File: src/rtl/evt_flag_pkg.sv
package evt_flag_pkg;

    typedef enum logic [0:0] {
        DET_ENTRY  = 1'b0,
        DET_CHANGE = 1'b1
    } det_kind_e;

    localparam int REG_W  = 8;
    localparam int ADDR_W = 3;
    localparam int GA_W   = 5;
    localparam int GB_W   = 4;

    localparam logic [ADDR_W-1:0] A_FLAG_A = 3'd0;
    localparam logic [ADDR_W-1:0] A_FLAG_B = 3'd1;
    localparam logic [ADDR_W-1:0] A_FLAG_F = 3'd2;
    localparam logic [ADDR_W-1:0] A_MASK_A = 3'd4;
    localparam logic [ADDR_W-1:0] A_MASK_B = 3'd5;
    localparam logic [ADDR_W-1:0] A_MASK_F = 3'd6;

    typedef struct packed {
        logic rd_a;
        logic rd_b;
        logic rd_f;
        logic wr_a;
        logic wr_b;
        logic wr_f;
    } reg_hit_t;

    function automatic reg_hit_t decode_hit(input logic rd, input logic wr,
                                            input logic [ADDR_W-1:0] addr);
        reg_hit_t h;
        h.rd_a = rd && (addr == A_FLAG_A);
        h.rd_b = rd && (addr == A_FLAG_B);
        h.rd_f = rd && (addr == A_FLAG_F);
        h.wr_a = wr && (addr == A_MASK_A);
        h.wr_b = wr && (addr == A_MASK_B);
        h.wr_f = wr && (addr == A_MASK_F);
        return h;
    endfunction

endpackage

File: src/rtl/evt_detect.sv
module evt_detect
    import evt_flag_pkg::*;
#(
    parameter int        W    = 1,
    parameter det_kind_e KIND = DET_ENTRY
) (
    input  logic         clk,
    input  logic         rst,
    input  logic         arm_i,
    input  logic [W-1:0] sig_i,
    output logic         evt_o
);

    logic [W-1:0] prev_q;

    always_ff @(posedge clk) begin
        if (rst) prev_q <= '0;
        else     prev_q <= sig_i;
    end

    generate
        if (KIND == DET_ENTRY) begin : g_entry
            assign evt_o = arm_i && |(sig_i & ~prev_q);
        end else begin : g_change
            assign evt_o = arm_i && (sig_i != prev_q);
        end
    endgenerate

endmodule

File: src/rtl/flag_bank.sv
module flag_bank #(
    parameter int W = 4
) (
    input  logic         clk,
    input  logic         rst,
    input  logic [W-1:0] evt_i,
    input  logic         clr_i,
    input  logic [W-1:0] hold_clr_i,
    input  logic         mask_we_i,
    input  logic [W-1:0] mask_d_i,
    output logic [W-1:0] flag_o,
    output logic [W-1:0] mask_o,
    output logic         fire_o
);

    logic [W-1:0] flag_q;
    logic [W-1:0] mask_q;
    logic [W-1:0] kept;

    // A read clears old flags; an event in that cycle survives it.
    assign kept = clr_i ? '0 : flag_q;

    always_ff @(posedge clk) begin
        if (rst) begin
            flag_q <= '0;
            mask_q <= '0;
        end else begin
            flag_q <= (kept | evt_i) & ~hold_clr_i;
            if (mask_we_i) mask_q <= mask_d_i;
        end
    end

    assign fire_o = |(evt_i & ~mask_q);
    assign flag_o = flag_q;
    assign mask_o = mask_q;

endmodule

File: src/rtl/int_pulse.sv
module int_pulse #(
    parameter int LEN = 4
) (
    input  logic clk,
    input  logic rst,
    input  logic trig_i,
    output logic int_n_o
);

    localparam int CNT_W = $clog2(LEN + 1);

    logic [CNT_W-1:0] cnt_q;

    always_ff @(posedge clk) begin
        if (rst)                 cnt_q <= '0;
        else if (trig_i)         cnt_q <= CNT_W'(LEN);
        else if (cnt_q != '0)    cnt_q <= cnt_q - 1'b1;
    end

    assign int_n_o = (cnt_q == '0);

endmodule

File: src/rtl/evt_flag_hub.sv
module evt_flag_hub
    import evt_flag_pkg::*;
#(
    parameter int PULSE_LEN  = 4,
    parameter int CONV_W     = 3,
    parameter int ZONE_W     = 3,
    parameter int SYNC_W     = 2,
    parameter int NUM_FAULTS = 6
) (
    input  logic                  clk,
    input  logic                  rst,
    input  logic                  one_shot_i,
    input  logic                  adc_done_i,
    input  logic                  icl_reg_i,
    input  logic                  vin_reg_i,
    input  logic                  wdt_exp_i,
    input  logic [CONV_W-1:0]     conv_state_i,
    input  logic                  pwr_good_i,
    input  logic [ZONE_W-1:0]     temp_zone_i,
    input  logic                  rev_on_i,
    input  logic [SYNC_W-1:0]     sync_state_i,
    input  logic [NUM_FAULTS-1:0] fault_i,
    input  logic                  rd_en_i,
    input  logic                  wr_en_i,
    input  logic [ADDR_W-1:0]     addr_i,
    input  logic [REG_W-1:0]      wdata_i,
    output logic [REG_W-1:0]      rdata_o,
    output logic                  int_n_o
);

    localparam int GF_W = NUM_FAULTS;

    logic primed_q;
    logic ev_adc, ev_icl, ev_vin, ev_wdt, ev_conv;
    logic ev_pg, ev_rev, ev_zone, ev_sync;
    logic [GA_W-1:0] evt_a, flag_a, mask_a, hold_a;
    logic [GB_W-1:0] evt_b, flag_b, mask_b;
    logic [GF_W-1:0] evt_f, flag_f, mask_f;
    logic fire_a, fire_b, fire_f, fire;
    reg_hit_t hit;
    logic [REG_W-1:0] rd_mux, rdata_q;

    // First cycle after reset only samples the levels.
    always_ff @(posedge clk) begin
        if (rst) primed_q <= 1'b0;
        else     primed_q <= 1'b1;
    end

    evt_detect #(.W(1), .KIND(DET_ENTRY)) u_det_adc (
        .clk(clk), .rst(rst), .arm_i(primed_q), .sig_i(adc_done_i), .evt_o(ev_adc));
    evt_detect #(.W(1), .KIND(DET_ENTRY)) u_det_icl (
        .clk(clk), .rst(rst), .arm_i(primed_q), .sig_i(icl_reg_i), .evt_o(ev_icl));
    evt_detect #(.W(1), .KIND(DET_ENTRY)) u_det_vin (
        .clk(clk), .rst(rst), .arm_i(primed_q), .sig_i(vin_reg_i), .evt_o(ev_vin));
    evt_detect #(.W(1), .KIND(DET_ENTRY)) u_det_wdt (
        .clk(clk), .rst(rst), .arm_i(primed_q), .sig_i(wdt_exp_i), .evt_o(ev_wdt));
    evt_detect #(.W(CONV_W), .KIND(DET_CHANGE)) u_det_conv (
        .clk(clk), .rst(rst), .arm_i(primed_q), .sig_i(conv_state_i), .evt_o(ev_conv));
    evt_detect #(.W(1), .KIND(DET_CHANGE)) u_det_pg (
        .clk(clk), .rst(rst), .arm_i(primed_q), .sig_i(pwr_good_i), .evt_o(ev_pg));
    evt_detect #(.W(1), .KIND(DET_CHANGE)) u_det_rev (
        .clk(clk), .rst(rst), .arm_i(primed_q), .sig_i(rev_on_i), .evt_o(ev_rev));
    evt_detect #(.W(ZONE_W), .KIND(DET_CHANGE)) u_det_zone (
        .clk(clk), .rst(rst), .arm_i(primed_q), .sig_i(temp_zone_i), .evt_o(ev_zone));
    evt_detect #(.W(SYNC_W), .KIND(DET_CHANGE)) u_det_sync (
        .clk(clk), .rst(rst), .arm_i(primed_q), .sig_i(sync_state_i), .evt_o(ev_sync));

    generate
        for (genvar i = 0; i < GF_W; i++) begin : g_fault
            evt_detect #(.W(1), .KIND(DET_ENTRY)) u_det_flt (
                .clk(clk), .rst(rst), .arm_i(primed_q),
                .sig_i(fault_i[i]), .evt_o(evt_f[i]));
        end
    endgenerate

    assign evt_a  = {ev_conv, ev_wdt, ev_vin, ev_icl, ev_adc & one_shot_i};
    assign evt_b  = {ev_sync, ev_zone, ev_rev, ev_pg};
    assign hold_a = {{(GA_W-1){1'b0}}, ~one_shot_i};
    assign hit    = decode_hit(rd_en_i, wr_en_i, addr_i);

    flag_bank #(.W(GA_W)) u_bank_a (
        .clk(clk), .rst(rst), .evt_i(evt_a), .clr_i(hit.rd_a), .hold_clr_i(hold_a),
        .mask_we_i(hit.wr_a), .mask_d_i(wdata_i[GA_W-1:0]),
        .flag_o(flag_a), .mask_o(mask_a), .fire_o(fire_a));
    flag_bank #(.W(GB_W)) u_bank_b (
        .clk(clk), .rst(rst), .evt_i(evt_b), .clr_i(hit.rd_b), .hold_clr_i('0),
        .mask_we_i(hit.wr_b), .mask_d_i(wdata_i[GB_W-1:0]),
        .flag_o(flag_b), .mask_o(mask_b), .fire_o(fire_b));
    flag_bank #(.W(GF_W)) u_bank_f (
        .clk(clk), .rst(rst), .evt_i(evt_f), .clr_i(hit.rd_f), .hold_clr_i('0),
        .mask_we_i(hit.wr_f), .mask_d_i(wdata_i[GF_W-1:0]),
        .flag_o(flag_f), .mask_o(mask_f), .fire_o(fire_f));

    assign fire = fire_a | fire_b | fire_f;

    int_pulse #(.LEN(PULSE_LEN)) u_pulse (
        .clk(clk), .rst(rst), .trig_i(fire), .int_n_o(int_n_o));

    always_comb begin
        rd_mux = '0;
        case (addr_i)
            A_FLAG_A: rd_mux = REG_W'(flag_a);
            A_FLAG_B: rd_mux = REG_W'(flag_b);
            A_FLAG_F: rd_mux = REG_W'(flag_f);
            A_MASK_A: rd_mux = REG_W'(mask_a);
            A_MASK_B: rd_mux = REG_W'(mask_b);
            A_MASK_F: rd_mux = REG_W'(mask_f);
            default:  rd_mux = '0;
        endcase
    end

    always_ff @(posedge clk) begin
        if (rst)          rdata_q <= '0;
        else if (rd_en_i) rdata_q <= rd_mux;
    end

    assign rdata_o = rdata_q;

endmodule

File: config.mk
export PLATFORM = sky130hd
export DESIGN_NAME = evt_flag_hub
export DESIGN_NICKNAME = d
export VERILOG_FILES = /design/src/rtl/evt_flag_pkg.sv /design/src/rtl/evt_detect.sv /design/src/rtl/flag_bank.sv /design/src/rtl/int_pulse.sv /design/src/rtl/evt_flag_hub.sv
export SDC_FILE = /design/constraint.sdc
export NUM_CORES = 1
export LEC_CHECK = 0
export BUFFER_PORTS_ARGS = -buffer_cell sky130_fd_sc_hd__buf_4
export CORE_MARGIN = 1
export CORE_UTILIZATION = 45
export CTS_BUF_LIST = sky130_fd_sc_hd__clkbuf_16
export CTS_CLUSTER_SIZE = 25
export DETAILED_ROUTE_END_ITERATION = 10
export PLACE_DENSITY = 0.67
export SYNTH_ARGS = -nofsm -noshare
export SYNTH_HDL_FRONTEND = slang
export SYNTH_SLANG_ARGS = --single-unit
export TNS_END_PERCENT = 100
File: constraint.sdc
create_clock -name clk -period 5 [get_ports clk]
set_input_delay 0.25 -clock clk [delete_from_list [all_inputs] [get_ports clk]]
set_output_delay 0.25 -clock clk [all_outputs]
set_load 0.03 [all_outputs]
==> flow_summary.json, run 1 <==
{
  "synth_area_sq_mm": 0.00251,
  "yosysWarnings": 0,
  "dieArea_sq_mm": 0.00588,
  "cts.clk_slew.worst_paths_ns": 0.05,
  "synth-seq-area-share_pct": 47.9,
  "grt-ovfl-total": 0,
  "drive_above_1_share_pct": 22.4,
  "fin_crit_sh_pct": 40.7,
  "critPathLaunchType": "register",
  "cts_tree": "done",
  "setup_viol": 0,
  "hold_depth": 2,
  "finalNetCount": 327,
  "finClkSkew_ns": 0.00703,
  "grt.total_usage_pct": 19.2,
  "path_cells": "nand3b_1 > o22ai_1 > nand2b_1 > or4_4 > o31a_1",
  "slew_headroom_pct": 52.1,
  "antenna_left": 0,
  "die_h_um": 76.7,
  "async_flop_share_pct": 0,
  "ys_types": 36,
  "insertion_delay_ns": 0.32,
  "antenna_found_initial": 0,
  "reg2reg_from": "primed_q",
  "wl_per_cell_um": 14.2,
  "rr_worst_depth": 5,
  "initialDrtViolationCount": 165,
  "drc": 0,
  "cp-end-kind": "register",
  "place_congestion": 0.820,
  "r2r_setup_slack_ns": 2.97,
  "die_w_um": 76.7,
  "cts_buffers": 9,
  "met3_length_um": 240,
  "vias": 1862,
  "ys_ff_latch": 60,
  "synth.cells.most_frequent": "dfxtp_1, nor2_1, nor2b_1, nand2_1",
  "tightest_slew_ns": 0.718,
  "p_leak_uw": 0.00132,
  "r2r_end": "u_pulse.cnt_q[2]",
  "max_stage_delay_ns": 0.56,
  "cts_sinks": 60,
  "area_growth_pct": 23.3,
  "ir_drop_mv": 0.234,
  "top_layer": "met4",
  "drt_wl_total_um": 5170,
  "hold_viol": 0,
  "yosys.area.top_type": "dfxtp_1",
  "cp_slowest_cell": "or4_4",
  "slew_viol_final": 0,
  "arrival_ns": 2.24,
  "cts.hold.buffers_added": 0,
  "synth_edf_count": 0,
  "io_buffers": 40,
  "critPathRequiredTime_ns": 5.21,
  "rsz0062_at_grt": "no",
  "crit_fanout": 19,
  "maxCapViolCount": 0,
  "start_util_pct": 47.9,
  "num_antenna_cells": 0,
  "viasPerCell": 5.12,
  "synth.area.top_cells": "dfxtp_1, mux2i_1, nor2b_1",
  "max_freq_mhz": 492,
  "ys.flop_type": "dfxtp_1",
  "p_per_area_mw_per_mm2": 387,
  "first_pass_iters": 4,
  "cts_resized": 0,
  "postSynthAreaPerCell_sq_um": 9.92,
  "post-route-min-period_ns": 2.03,
  "rows": 26,
  "synth_top_area_share_pct": 47.9,
  "cts.root.buffer_cell": "clkbuf_16",
  "hold_path_end": "g_fault[1].u_det_flt.prev_q",
  "dr_wl_met2_um": 2470,
  "cts_buffer_depth": 2,
  "grt_pass1_vias": 1720,
  "grt_pass1_wl_um": 8470,
  "coreArea_sq_mm": 0.00524,
  "status": "completed",
  "post-dp-hpwl_um": 3530,
  "grt_max_degree": 58,
  "io_pins": 45,
  "n_fill_cell": 469,
  "yosysMostFrequentCell": "dfxtp_1",
  "met1_length_um": 2400,
  "cts_setup_buffers": 0,
  "path_class": "reg -> reg",
  "hp-class": "in -> reg",
  "whs_ns": 0.149,
  "cts_max_level": 3,
  "min_from": "fault_i[1]",
  "setup_tns_ns": 0,
  "syn_inst": 253
}
-- worst max-delay path: cells and delay by family (launching register included) --
| kind | cells | cell delay [ns] |
|---|---|---|
| AND/OR/NAND/NOR | 3 | 0.96 |
| flip-flops | 1 | 0.53 |
| AO/OA/AOI/OAI | 2 | 0.43 |
-- report_power, final --
part	total (uW)	internal, uW	switching, uW
registers	515	502	12.8
clock network	569	374	196
logic	114	56.9	57.4
-- cell families (layout without fill, tap and decap cells) --
kind of cell               after synthesis  in the layout  synth area share, %
xor gates and xnor gates                11             11                 3.84
muxes                                   26             26                 12.7
and+or+nand+nor                         94             94                 19.9
other                                    1              2                0.149
DFF                                     60             60                 47.9
buffers and inverters                   22             62                 4.29
adders and majority gates                2              2                0.997
AOI/OAI and AO/OA                       37             37                 10.2
-- flip-flops by register name, indices dropped and copies added (netlist names), 2 cells and up --
name and count:
u_det_conv.prev_q 3, u_bank_f.mask_o 6, g_fault.u_det_flt.prev_q 6, u_bank_b.flag_o 4, u_bank_f.flag_o 6, u_det_zone.prev_q 3
u_bank_a.flag_o 5, u_pulse.cnt_q 3, rdata_o 6, u_bank_a.mask_o 5, u_bank_b.mask_o 4, u_det_sync.prev_q 2
-- per-stage QoR --
stage / util, % / total power, uW / cells / setup WS [ns] / area [sq um]
after floorplan: - / 599 / 254 / 3.33 / 2510
after global placement: 53.8 / 638 / 348 / 2.97 / 2820
after detailed placement: 53.8 / 639 / 348 / 2.97 / 2820
after CTS: 59.1 / 1210 / 364 / 2.96 / 3090
after global routing: 59.1 / 1250 / 364 / 2.87 / 3090
final: 59.1 / 1200 / 364 / 2.97 / 3090
-- layout by cell type (no fill, tap or decap), types with 4 or more instances in the layout --
| cell type | netlist | final |
|---|---|---|
| nor2_1 | 29 | 29 |
| nand3b_1 | 11 | 11 |
| buf_4 | 2 | 40 |
| nand3_1 | 6 | 6 |
| a21oi_1 | 15 | 15 |
| clkbuf_16 | 0 | 9 |
| mux4_2 | 4 | 4 |
| nand2_1 | 17 | 17 |
| nor2b_1 | 22 | 22 |
| xnor2_1 | 7 | 7 |
| a22oi_1 | 8 | 8 |
| xor2_1 | 4 | 4 |
| dfxtp_1 | 60 | 60 |
| inv_1 | 6 | 10 |
| mux2i_1 | 15 | 15 |
| mux2_2 | 7 | 7 |
-- how the worst max path moves through the flow --
stage                     slack (ns)               end  startpoint  cells past startpoint
after floorplan                 3.33  u_pulse.cnt_q[2]    primed_q                      6
after global placement          2.97  u_pulse.cnt_q[2]    primed_q                      5
after detailed placement        2.97  u_pulse.cnt_q[2]    primed_q                      5
after CTS                       2.96  u_pulse.cnt_q[2]    primed_q                      5
after global routing            2.87  u_pulse.cnt_q[2]    primed_q                      5
final                           2.97  u_pulse.cnt_q[2]    primed_q                      5
-- routing by layer --
layer,vias to the layer above,global-route usage (%)
met1,878,24.3
li1,934,-
met3,7,5.71
met4,0,9.23
met2,43,29.6
met5,-,0
-- final cells by class --
type	count	area, sq um	share of cell area, %
multi-input combinational	172	1200	38.9
clock inverter	7	52.6	1.70
clock buffer	9	225	7.28
timing repair buffer	40	300	9.70
inverter	6	22.5	0.728
sequential	60	1200	38.8
tap	70	87.6	2.83
No activity file was read; power rests on OpenSTA's default activity.
==> inputs of run 2 (changes only) <==
PLACE_DENSITY = 0.69   (was 0.67)
clock period = 1.75 ns   (was 5 ns; I/O delays follow)
==> run 2 against run 1 <==
Highest routed layer unchanged; flip-flop and latch count unchanged; critical path type unchanged; register-to-register slack worse by 3.0 ns; global-route usage up 1.1 points; via count up 4.6%; the run now ends with setup timing left; sequential power rose to 2.9 times the previous value; sequential share of layout area down 1.7 points; largest cell class unchanged; first-iteration DRC count down 9.7%; combinational power rose to 3.3 times the previous value; clock power rose to 2.6 times the previous value; critical path depth up 2; final cell count up 4.9%.
==> flow_summary.json, run 2 (synthesis gave the netlist of run 1 again) <==
{
  "finClkSkew_ns": 0.00448,
  "viasPerCell": 5.10,
  "dieArea_sq_mm": 0.00588,
  "rsz0062_at_grt": "yes",
  "grt-ovfl-total": 0,
  "rows": 26,
  "setup_tns_ns": -0.0257,
  "cp_slowest_cell": "or4_4",
  "maxCapViolCount": 0,
  "antenna_left": 0,
  "num_antenna_cells": 0,
  "critPathLaunchType": "register",
  "grt_pass1_vias": 1946,
  "power_uw": 3300,
  "die_w_um": 76.7,
  "hold_viol": 0,
  "path_cells": "buf_12 > buf_4 > nand3b_1 > o22ai_1 > nand2b_1 > or4_4 > o31a_1",
  "final_cell_mix": "dfxtp_1, buf_4, nor2_1",
  "critPathRequiredTime_ns": 1.95,
  "violations": "setup timing",
  "insertion_delay_ns": 0.31,
  "p_leak_uw": 0.00140,
  "hp-class": "in -> reg",
  "slew_viol_final": 0,
  "cts_max_level": 3,
  "post-route-min-period_ns": 1.78,
  "post-dp-hpwl_um": 3790,
  "cts.clk_slew.worst_paths_ns": 0.05,
  "drive_above_1_share_pct": 26.0,
  "grt_pass1_wl_um": 9290,
  "start_util_pct": 47.9,
  "fin_crit_sh_pct": 101,
  "coreArea_sq_mm": 0.00524,
  "cts_buffers": 9,
  "io_buffers": 40,
  "vias": 1947,
  "arrival_ns": 1.97,
  "cts_sinks": 60,
  "ir_drop_mv": 0.751,
  "drc": 0,
  "setup_viol": 1,
  "cp-end-kind": "register",
  "cts_buffer_depth": 2,
  "n_fill_cell": 436,
  "crit_fanout": 13,
  "p_per_area_mw_per_mm2": 1020,
  "grt_max_degree": 41,
  "finalNetCount": 346,
  "pre_cts_slack_ns": -0.0473,
  "first_pass_iters": 4,
  "setup_slack_ns": -0.0257,
  "die_h_um": 76.7,
  "drt_wl_total_um": 5500,
  "status": "finished with violations",
  "mostFrequentLayoutCell": "dfxtp_1",
  "max_freq_mhz": 563,
  "path_class": "reg -> reg",
  "cts.root.buffer_cell": "clkbuf_16",
  "antenna_found_initial": 0,
  "max_stage_delay_ns": 0.45,
  "wl_per_cell_um": 14.4,
  "area_growth_pct": 29.2,
  "grt.total_usage_pct": 20.3,
  "place_congestion": 0.845,
  "io_pins": 45,
  "cts_tree": "done",
  "initialDrtViolationCount": 149
}
==> run 2: cell count changes in the layout (fill, tap and decap cells not counted), sizes merged <==
| cell | change |
|---|---|
| buf | +13 |
| dlygate4sd3 | +6 |
| clkinv | +2 |
| inv | -2 |
| bufinv | -1 |
==> run 2: area by class of cell <==
cell class | count | area [sq um] | share of cell area (%)
inverters | 6 | 22.5 | 0.695
clock inverters | 6 | 25.0 | 0.772
flip-flops and latches | 60 | 1200 | 37.1
clock buffers | 9 | 225 | 6.95
well taps | 70 | 87.6 | 2.70
repair buffers | 59 | 474 | 14.6
multi-input cells | 172 | 1200 | 37.2
==> run 2: timing repair <==
action / in CTS / in global routing
resized for setup: 3 / 1
pin swaps: 5 / 2
setup endpoints to repair: 1 / 3
setup buffers: 8 / 1
hold buffers: 6 / 0
hold endpoints to repair: 6 / 0
==> run 2: worst paths after layout <==
kind	start	end	slack [ns]	cells after the start
max	primed_q	u_pulse.cnt_q[2]	-0.03	7
min	fault_i[1]	g_fault[1].u_det_flt.prev_q	0.001	2
max reg2reg	primed_q	u_pulse.cnt_q[2]	-0.03	7
min reg2reg	u_bank_f.flag_o[3]	u_bank_f.flag_o[3]	0.45	2
==> run 2: per-layer routing <==
layer,vias up,track usage [%],wire length [um]
met5,-,0,0
met4,0,9.62,105
met2,36,32.9,2790
met3,11,4.05,187
met1,922,25.7,2420
li1,978,-,-
==> run 2: per-stage QoR <==
stage / util [%] / area, sq um / hold WS (ns) / instances
finish: 61.9 / 3240 / 0.00131 / 382
floorplan: - / 2510 / 0.204 / 254
global route: 61.9 / 3240 / 0.00963 / 382
CTS: 61.7 / 3230 / 0.00214 / 381
detailed placement: 54.6 / 2860 / 0.318 / 352
global placement: 54.6 / 2860 / 0.309 / 352
==> run 2: report_power, final <==
part / switching [uW] / internal [uW]
registers: 31.2 / 1440
clock network: 537 / 919
logic: 182 / 193
total: 750 / 2550
==> run 2: critical path, delay by kind of cell, from the launching register on <==
kind	cells	cell delay, ns
AO/OA/AOI/OAI	2	0.36
AND/OR/NAND/NOR	3	0.71
buffers and inverters	2	0.27
flip-flops	1	0.32
